==> config.mk <==
export PLATFORM = sky130hd
export DESIGN_NAME = cfg_idx_port
export DESIGN_NICKNAME = d
export VERILOG_FILES = /design/src/rtl/cfgp_pkg.sv /design/src/rtl/cfgp_decode.sv /design/src/rtl/cfgp_pin_store.sv /design/src/rtl/cfg_idx_port.sv
export SDC_FILE = /design/constraint.sdc
export NUM_CORES = 1
export LEC_CHECK = 0
export BUFFER_PORTS_ARGS = -buffer_cell sky130_fd_sc_hd__buf_2
export CAP_MARGIN = 20
export CORE_ASPECT_RATIO = 0.6
export CORE_UTILIZATION = 30
export CTS_CLUSTER_SIZE = 12
export DETAILED_ROUTE_END_ITERATION = 6
export MAX_ROUTING_LAYER = met4
export PLACE_DENSITY = 0.6
export SETUP_SLACK_MARGIN = 0.05
export SLEW_MARGIN = 20
export SYNTH_ARGS = -nofsm -noshare
export SYNTH_HDL_FRONTEND = slang
export SYNTH_SLANG_ARGS = --single-unit
==> constraint.sdc <==
create_clock -name clk -period 2.6 [get_ports clk]
set_input_delay 0.52 -clock clk [delete_from_list [all_inputs] [get_ports clk]]
set_output_delay 0.52 -clock clk [all_outputs]
set_load 0.02 [all_outputs]
==> src/rtl/cfgp_pkg.sv <==
package cfgp_pkg;

    localparam logic [7:0] IX_UNIT  = 8'h07;
    localparam logic [7:0] IX_ID    = 8'h20;
    localparam logic [7:0] IX_GCFG  = 8'h21;
    localparam logic [7:0] IX_ACT   = 8'h30;
    localparam logic [7:0] IX_BHI   = 8'h60;
    localparam logic [7:0] IX_BLO   = 8'h61;
    localparam logic [7:0] IX_PSEL  = 8'hF0;
    localparam logic [7:0] IX_PCFG  = 8'hF1;
    localparam logic [7:0] IX_PEVT  = 8'hF2;

    localparam logic [7:0] PSEL_MASK = 8'h77;

    typedef struct packed {
        logic [7:0] index;
        logic [7:0] unit;
        logic [7:0] gcfg;
        logic [7:0] act;
        logic [7:0] base_hi;
        logic [7:0] base_lo;
        logic [7:0] psel;
        logic [7:0] rdata;
    } cfgp_state_t;

endpackage

==> src/rtl/cfgp_decode.sv <==
module cfgp_decode #(
    parameter logic [15:0] IDX_ADDR_A = 16'h002E,
    parameter logic [15:0] IDX_ADDR_B = 16'h004E
) (
    input  logic        addr_strap,
    input  logic [15:0] addr,
    output logic        hit_idx,
    output logic        hit_dat
);
    logic [15:0] idx_addr;

    always_comb begin
        idx_addr = addr_strap ? IDX_ADDR_B : IDX_ADDR_A;
        hit_idx  = (addr == idx_addr);
        hit_dat  = (addr == idx_addr + 16'd1);
    end
endmodule

==> src/rtl/cfgp_pin_store.sv <==
module cfgp_pin_store #(
    parameter int NUM_PINS = 32,
    localparam int PIN_W   = $clog2(NUM_PINS)
) (
    input  logic                  clk,
    input  logic                  rst_n,
    input  logic [PIN_W-1:0]      pin,
    input  logic                  we_cfg,
    input  logic                  we_evt,
    input  logic [7:0]            wdata,
    output logic [7:0]            rd_cfg,
    output logic [7:0]            rd_evt,
    output logic [NUM_PINS*8-1:0] cfg_flat,
    output logic [NUM_PINS*8-1:0] evt_flat
);
    logic [NUM_PINS-1:0][7:0] cfg_d, cfg_q;
    logic [NUM_PINS-1:0][7:0] evt_d, evt_q;

    always_comb begin
        cfg_d = cfg_q;
        evt_d = evt_q;
        if (we_cfg) cfg_d[pin] = wdata;
        if (we_evt) evt_d[pin] = wdata;
    end

    always_ff @(posedge clk or negedge rst_n) begin
        if (!rst_n) begin
            cfg_q <= '0;
            evt_q <= '0;
        end else begin
            cfg_q <= cfg_d;
            evt_q <= evt_d;
        end
    end

    assign rd_cfg = cfg_q[pin];
    assign rd_evt = evt_q[pin];

    for (genvar g = 0; g < NUM_PINS; g++) begin : g_flat
        assign cfg_flat[g*8 +: 8] = cfg_q[g];
        assign evt_flat[g*8 +: 8] = evt_q[g];
    end
endmodule

==> src/rtl/cfg_idx_port.sv <==
module cfg_idx_port
    import cfgp_pkg::*;
#(
    parameter logic [15:0] IDX_ADDR_A = 16'h002E,
    parameter logic [15:0] IDX_ADDR_B = 16'h004E,
    parameter logic [7:0]  ID_PRI     = 8'hE9,
    parameter logic [7:0]  ID_ALT     = 8'hE5,
    parameter logic [7:0]  GPIO_UNIT  = 8'h07,
    parameter logic [15:0] RESET_BASE = 16'h0680,
    parameter int          NUM_PINS   = 32
) (
    input  logic                  clk,
    input  logic                  rst_n,
    input  logic                  addr_strap,
    input  logic                  id_strap,
    input  logic [15:0]           addr,
    input  logic [7:0]            wdata,
    input  logic                  wr,
    input  logic                  rd,
    output logic [7:0]            rdata,
    output logic [15:0]           gpio_base,
    output logic                  gpio_active,
    output logic [NUM_PINS*8-1:0] pin_cfg,
    output logic [NUM_PINS*8-1:0] pin_evt
);
    localparam int PORTS  = NUM_PINS / 8;
    localparam int PORT_W = $clog2(PORTS);
    localparam int PIN_W  = $clog2(NUM_PINS);

    cfgp_state_t q, d;

    logic             hit_idx, hit_dat;
    logic             unit_is_gpio;
    logic             pin_ok;
    logic [PIN_W-1:0] pin_sel;
    logic             we_cfg, we_evt;
    logic [7:0]       pin_rd_cfg, pin_rd_evt;
    logic [7:0]       reg_val;
    logic [7:0]       cur_index, cur_unit;

    cfgp_decode #(
        .IDX_ADDR_A (IDX_ADDR_A),
        .IDX_ADDR_B (IDX_ADDR_B)
    ) u_dec (
        .addr_strap (addr_strap),
        .addr       (addr),
        .hit_idx    (hit_idx),
        .hit_dat    (hit_dat)
    );

    // Packed pin select: port in [6:4], bit in [2:0]
    always_comb begin
        unit_is_gpio = (q.unit == GPIO_UNIT);
        pin_ok       = (int'(q.psel[6:4]) < PORTS);
        pin_sel      = {q.psel[4 +: PORT_W], q.psel[2:0]};
    end

    cfgp_pin_store #(
        .NUM_PINS (NUM_PINS)
    ) u_pins (
        .clk      (clk),
        .rst_n    (rst_n),
        .pin      (pin_sel),
        .we_cfg   (we_cfg),
        .we_evt   (we_evt),
        .wdata    (wdata),
        .rd_cfg   (pin_rd_cfg),
        .rd_evt   (pin_rd_evt),
        .cfg_flat (pin_cfg),
        .evt_flat (pin_evt)
    );

    // Value seen through the data port for the current index
    always_comb begin
        reg_val = 8'h00;
        case (q.index)
            IX_UNIT: reg_val = q.unit;
            IX_ID:   reg_val = id_strap ? ID_ALT : ID_PRI;
            IX_GCFG: reg_val = q.gcfg;
            IX_ACT:  if (unit_is_gpio) reg_val = q.act;
            IX_BHI:  if (unit_is_gpio) reg_val = q.base_hi;
            IX_BLO:  if (unit_is_gpio) reg_val = q.base_lo;
            IX_PSEL: if (unit_is_gpio) reg_val = q.psel;
            IX_PCFG: if (unit_is_gpio && pin_ok) reg_val = pin_rd_cfg;
            IX_PEVT: if (unit_is_gpio && pin_ok) reg_val = pin_rd_evt;
            default: reg_val = 8'h00;
        endcase
    end

    always_comb begin
        d      = q;
        we_cfg = 1'b0;
        we_evt = 1'b0;

        if (wr && hit_idx) begin
            d.index = wdata;
        end else if (wr && hit_dat) begin
            case (q.index)
                IX_UNIT: d.unit = wdata;
                IX_GCFG: d.gcfg = wdata;
                IX_ACT:  if (unit_is_gpio) d.act     = wdata;
                IX_BHI:  if (unit_is_gpio) d.base_hi = wdata;
                IX_BLO:  if (unit_is_gpio) d.base_lo = wdata;
                IX_PSEL: if (unit_is_gpio) d.psel    = wdata & PSEL_MASK;
                IX_PCFG: we_cfg = unit_is_gpio && pin_ok;
                IX_PEVT: we_evt = unit_is_gpio && pin_ok;
                default: ;
            endcase
        end

        if (rd && hit_idx)      d.rdata = q.index;
        else if (rd && hit_dat) d.rdata = reg_val;
        else                    d.rdata = 8'h00;
    end

    always_ff @(posedge clk or negedge rst_n) begin
        if (!rst_n) begin
            q.index   <= 8'h00;
            q.unit    <= 8'h00;
            q.gcfg    <= 8'h01;
            q.act     <= 8'h01;
            q.base_hi <= RESET_BASE[15:8];
            q.base_lo <= RESET_BASE[7:0];
            q.psel    <= 8'h00;
            q.rdata   <= 8'h00;
        end else begin
            q <= d;
        end
    end

    assign rdata       = q.rdata;
    assign gpio_base   = {q.base_hi, q.base_lo};
    assign gpio_active = q.gcfg[0] && (q.act != 8'h00);
    assign cur_index   = q.index;
    assign cur_unit    = q.unit;
endmodule

# [Word level (Yosys, flattened, before mapping)]
# Cells that the tools add are included.
[totals] regBits=574 out_inout_bits=537 word_cells=128
[op_classes] eq_ne=12 n_mux=25 add_sub_neg=1 order_cmp=3 n_bitwise=1 n_reduce_logical=14
[ops] cell="bitwise mux 256 bit" count=2
[ops] cell="binary-select mux 8 bit (select 5 bit)" count=2
[ops] cell="two-way mux 8 bit" count=10
[ops] cell="one-hot mux 8 bit (9 select lines)" count=1
[ops] cell="demux 8 bit (select 5 bit)" count=1
[ops] cell="== test 16 bit" count=2
[ops] cell="== test 8 x 6 -> 1 bit (second input constant)" count=3
[ops] cell="== test 8 bit (second input constant)" count=3
[ops] cell="adder 16 x 1 -> 16 bit (second input constant)" count=1
[ops] cell="== test 8 x 3 -> 1 bit (second input constant)" count=2
[ops] cell="== test 8 x 7 -> 1 bit (second input constant)" count=2
[ops] cell="AND reduction 4 bit" count=4
[ops] cell="two-way mux 7 bit" count=2
[ops] cell="nonzero test 8 bit" count=1
[ops] cell="logical AND 1 bit" count=7
[ops] cell="less-than comparator 5 x 6 -> 1 bit (second input constant)" count=1
[ops] cell="two-way mux 1 bit" count=6
[ops] cell="AND reduction 3 bit" count=2
[ops] cell=">= comparator 5 x 1 -> 1 bit (second input constant)" count=1
[ops] cell="two-way mux 4 bit" count=1
[ops] cell="less-than comparator 3 bit (second input constant)" count=1
[ops] cell="NOT 1 bit" count=1

# [Logic depth before layout (Yosys ltp)]
[logic_depth] word_depth=6 ltp_mapped=10 depth_no_buf=6

# [Hierarchy]
# A second synthesis with hierarchy kept.
[hier_totals] cells_unflattened=2002 area_unflattened_um2=27103.5
[modules_own_cells] mod="cfgp_pin_store" area_each_um2=23600.1 cells_per_inst=1690 seq_area_each_um2=12812.3 n_inst=1
[modules_own_cells] mod="cfg_idx_port" area_each_um2=3408.3 cells_per_inst=300 seq_area_each_um2=1557.7 n_inst=1
[modules_own_cells] mod="cfgp_decode" area_each_um2=95.1 cells_per_inst=12 seq_area_each_um2=0.0 n_inst=1

# [Worst setup path before layout]
# Ideal clock, no wire load.
[synth_path] kind="input -> register" startpoint="in addr[4]" endpoint="reg u_pins.evt_q (netlist bit u_pins.evt_flat[232])" setup_time_ns=0.125 cell_stages=8 arrival_ns=2.670 path_buffers=2 slack_ns=-0.194 cell_sequence="nor4_1 -> o2111ai_1 -> or2_1 -> clkbuf_1 -> or4b_1 -> buf_6 -> nor2_8 -> mux2_2"
[synth_between] elab_chain_len=4
[synth_rtl] item="start, declared" line_no="cfg_idx_port.sv:16" source="input logic [15:0] addr,"
[synth_rtl] item="== test 16 bit" line_no="cfgp_decode.sv:15" source="hit_dat = (addr == idx_addr + 16'd1);"
[synth_rtl] item="logical AND 1 bit" line_no="cfg_idx_port.sv:97" source="end else if (wr && hit_dat) begin"
[synth_rtl] item="two-way mux 1 bit" line_no="cfg_idx_port.sv:97"
[synth_rtl] item="two-way mux 1 bit *" line_no="cfg_idx_port.sv:95" source="if (wr && hit_idx) begin"
[synth_rtl] item="end signal, assigned" line_no="cfgp_pin_store.sv:32" source="evt_q <= evt_d;"
[synth_rtl] item="end, declared" line_no="cfgp_pin_store.sv:17" source="logic [NUM_PINS-1:0][7:0] evt_d, evt_q;"
# Every way passes the cells marked *; elsewhere a longest branch is shown, timed or not.
# A chain may end at the register's enable or synchronous reset.

==> results_dict.tcl <==
set metrics [dict create \
    cts.clk_slew.worst_paths_ns 0.06 \
    worstPathArrival_ns 3.28 \
    worst_slew_pin_slew_ns 0.938 \
    grt_pass1_vias 21700 \
    synth_simple_gate_area_share_pct 6.22 \
    synth_top_area_share_pct 52.7 \
    multi_input_area_sq_mm 0.0137 \
    finalWeightedCongestion 0.952 \
    insertion_delay_ns 0.65 \
    slew_headroom_pct 37.4 \
    synthDistinctLibCells 60 \
    grt_max_degree 72 \
    synth-edff-count 0 \
    wl_per_cell_um 30.6 \
    coreArea_sq_mm 0.0884 \
    ys_top_cells_by_area "dfrtp_1 53%, mux2_2 23%, mux2i_1 9.5%" \
    drt-initial-drc-count 2089 \
    cp_max_fo 11 \
    cts.sinks 574 \
    synth_top_area_cell "dfrtp_1" \
    synth_top_family_by_area "multiplexers" \
    synth_compound_area_share_pct 4.68 \
    track_usage_pct 26.6 \
    synth_ff_type "dfrtp_1" \
    synth-adder-area-share_pct 0 \
    syn_inst 1985 \
    setup_ws_ns -0.183 \
    rsz0062_at_grt "yes" \
    first_pass_iters 5 \
    synth.avg_cell_area_sq_um 13.6 \
    syn2layout_area_growth_pct 41.8 \
    synth_mux_area_share_pct 33.0 \
    dr_total_vias 22000 \
    p_per_area_mw_per_mm2 473 \
    max_freq_mhz 359 \
    wl_mm 124 \
    fp.dieH_um 234 \
    violations "setup timing" \
    fin_crit_sh_pct 107 \
    dp_hpwl_mm 91.1 \
    status "finished, violations left" \
    finalCoreUtilization_pct 43.4 \
    ant_nets 0 \
    design_area_sq_mm 0.0383 \
    row_count 84 \
    synth_seq_area_share_pct 53.2 \
    cts_root_buffer "clkbuf_16" \
    cts_tree "done" \
    clockBufferDepth 3 \
    cp-end-kind "register" \
    setup_violations 77 \
    tns_ns -5.17 \
    portBuffers 566 \
    grt-ovfl-total 0 \
    place_area_sq_mm 0.0339 \
    vdd_drop_max_mv 0.541 \
    start_util_pct 30.6 \
    die_w_um 389 \
    hp-class "in2async" \
    fin_crit_ns 2.78 \
    remaining_drc_errors 0 \
    slew_viol_final 0 \
    viasPerCell 5.45 \
    cts-buffers-inserted 60 \
    critPathRequiredTime_ns 3.10 \
    synthesis.area_sq_mm 0.0270 \
    ys_async_sr_fraction_pct 100 \
    antenna_found_initial 3 \
    crit_path_start_kind "register" \
    power_leakage_nw 18.8 \
    dieArea_sq_mm 0.0913 \
    grt_first_pass_wirelength_mm 169 \
    cap_violations 0 \
    drive_above_1_share_pct 62.6 \
    yosysWarnings 0 \
    seq_area_sq_mm 0.0144 \
    whs_ns 0.411 \
    path_class "reg2reg" \
    nNetsFinal 2818 \
    synth_nets 2015 \
    ys_ff_latch 574 \
    hold_violations 0 \
    htree_num_levels 2 \
    fill_cells 8120 \
    io_pins 567 \
    synth_xor_xnor_area_share_pct 0 \
    skew_ns 0.0298 \
]
path summary, 6_finish.rpt:
check	slack, ns	from	cells after the start	endpoint
setup / recovery	-0.18	pin_sel[1]	10	rdata[4]
max in group asynchronous	1.20	rst_n	3	u_pins.cfg_flat[230]
hold reg to reg	0.52	q[46]	1	q[46]
hold / removal	0.41	rst_n	2	u_pins.evt_flat[125]
min in group clk	0.41	wdata[1]	2	gpio_base[9]
setup reg to reg	-0.18	pin_sel[1]	10	rdata[4]
timing repair:
item                                    4_1_cts  5_1_grt
cloned                                        4        2
endpoints found under the setup margin      467      417
pin swaps                                    34       42
endpoints found under the hold margin        37        0
gates resized for setup                     287      156
setup buffers                                16       15
hold buffers                                  1        0
cell families (layout without fill, tap and decap cells):
group                  Yosys count  count (layout)
AOI/OAI and AO/OA              193             193
other                            0               2
DFF                            574             574
and+or+nand+nor                220             220
muxes                          821             821
buffers and inverters          177            1024
layout by cell type (no fill, tap or decap), types with 21 or more instances in the layout:
master / instances
mux2_4: 183
nand2_1: 22
o22ai_1: 101
mux2i_1: 213
buf_2: 565
nor2_4: 25
mux2i_2: 25
o22ai_2: 22
mux2_2: 382
buf_6: 29
clkbuf_1: 21
clkbuf_16: 62
dfrtp_1: 564
buf_12: 79
buf_4: 224
critical path, cell delays in order (launching register included):
cell and delay (ns):
dfrtp_4 0.44, buf_12 0.19, buf_16 0.19, buf_4 0.19, buf_16 0.17, mux2i_1 0.34, o22ai_1 0.19, nor4_4 0.33
buf_4 0.15, nand2_1 0.11, a221o_1 0.33
registers in the layout, indices dropped and copies added, names as in the netlist:
name,count
q,17
rdata,8
u_pins.cfg_flat,256
pin_sel,5
gpio_base,16
u_pins.evt_flat,256
cur_unit,8
cur_index,8
metal layers:
layer / vias up / global-route usage, % / wire, um / part of all wire [%]
met3: 173 / 7.62 / 12600 / 10
met1: 11800 / 37.7 / 55000 / 44
li1: 8976 / - / - / -
met4: 0 / 4.97 / 2710 / 2.2
met2: 1079 / 37.8 / 53300 / 43
met5: - / - / 0 / 0
Yosys cell counts, drive strengths merged (10+ instances only):
master	n
mux2i	256
dfrtp	569
o22ai	128
buf	63
nand3	12
or4	19
nand2	38
clkbuf	113
mux2	565
a21oi	10
nor2	60
nor4	23
o21ai	15
layout make-up:
type | count | share of cell area [%]
Antenna cell | 2 | 0.0131
Clock inverter | 15 | 0.519
Sequential cell | 574 | 37.5
Inverter | 1 | 0.00979
Timing Repair Buffer | 917 | 17.9
Multi-Input combinational cell | 1234 | 35.6
Clock buffer | 91 | 4.48
Tap cell | 1204 | 3.93
per-stage QoR:
step / cells / power (mW) / worst slack, ns
finish: 4038 / 18.1 / -0.183
global route: 4037 / 18.6 / -0.207
CTS: 4019 / 18.3 / -0.153
detailed placement: 3892 / 9.61 / -0.636
global placement: 3892 / 9.60 / -0.601
floorplan: 1985 / 9.20 / -0.0359
power breakdown:
part,switching [mW],internal [mW]
logic,0.427,0.0944
clock network,3.77,4.92
registers,0.0000769,8.93
total,4.20,13.9
(Power assumes the default switching activity.)
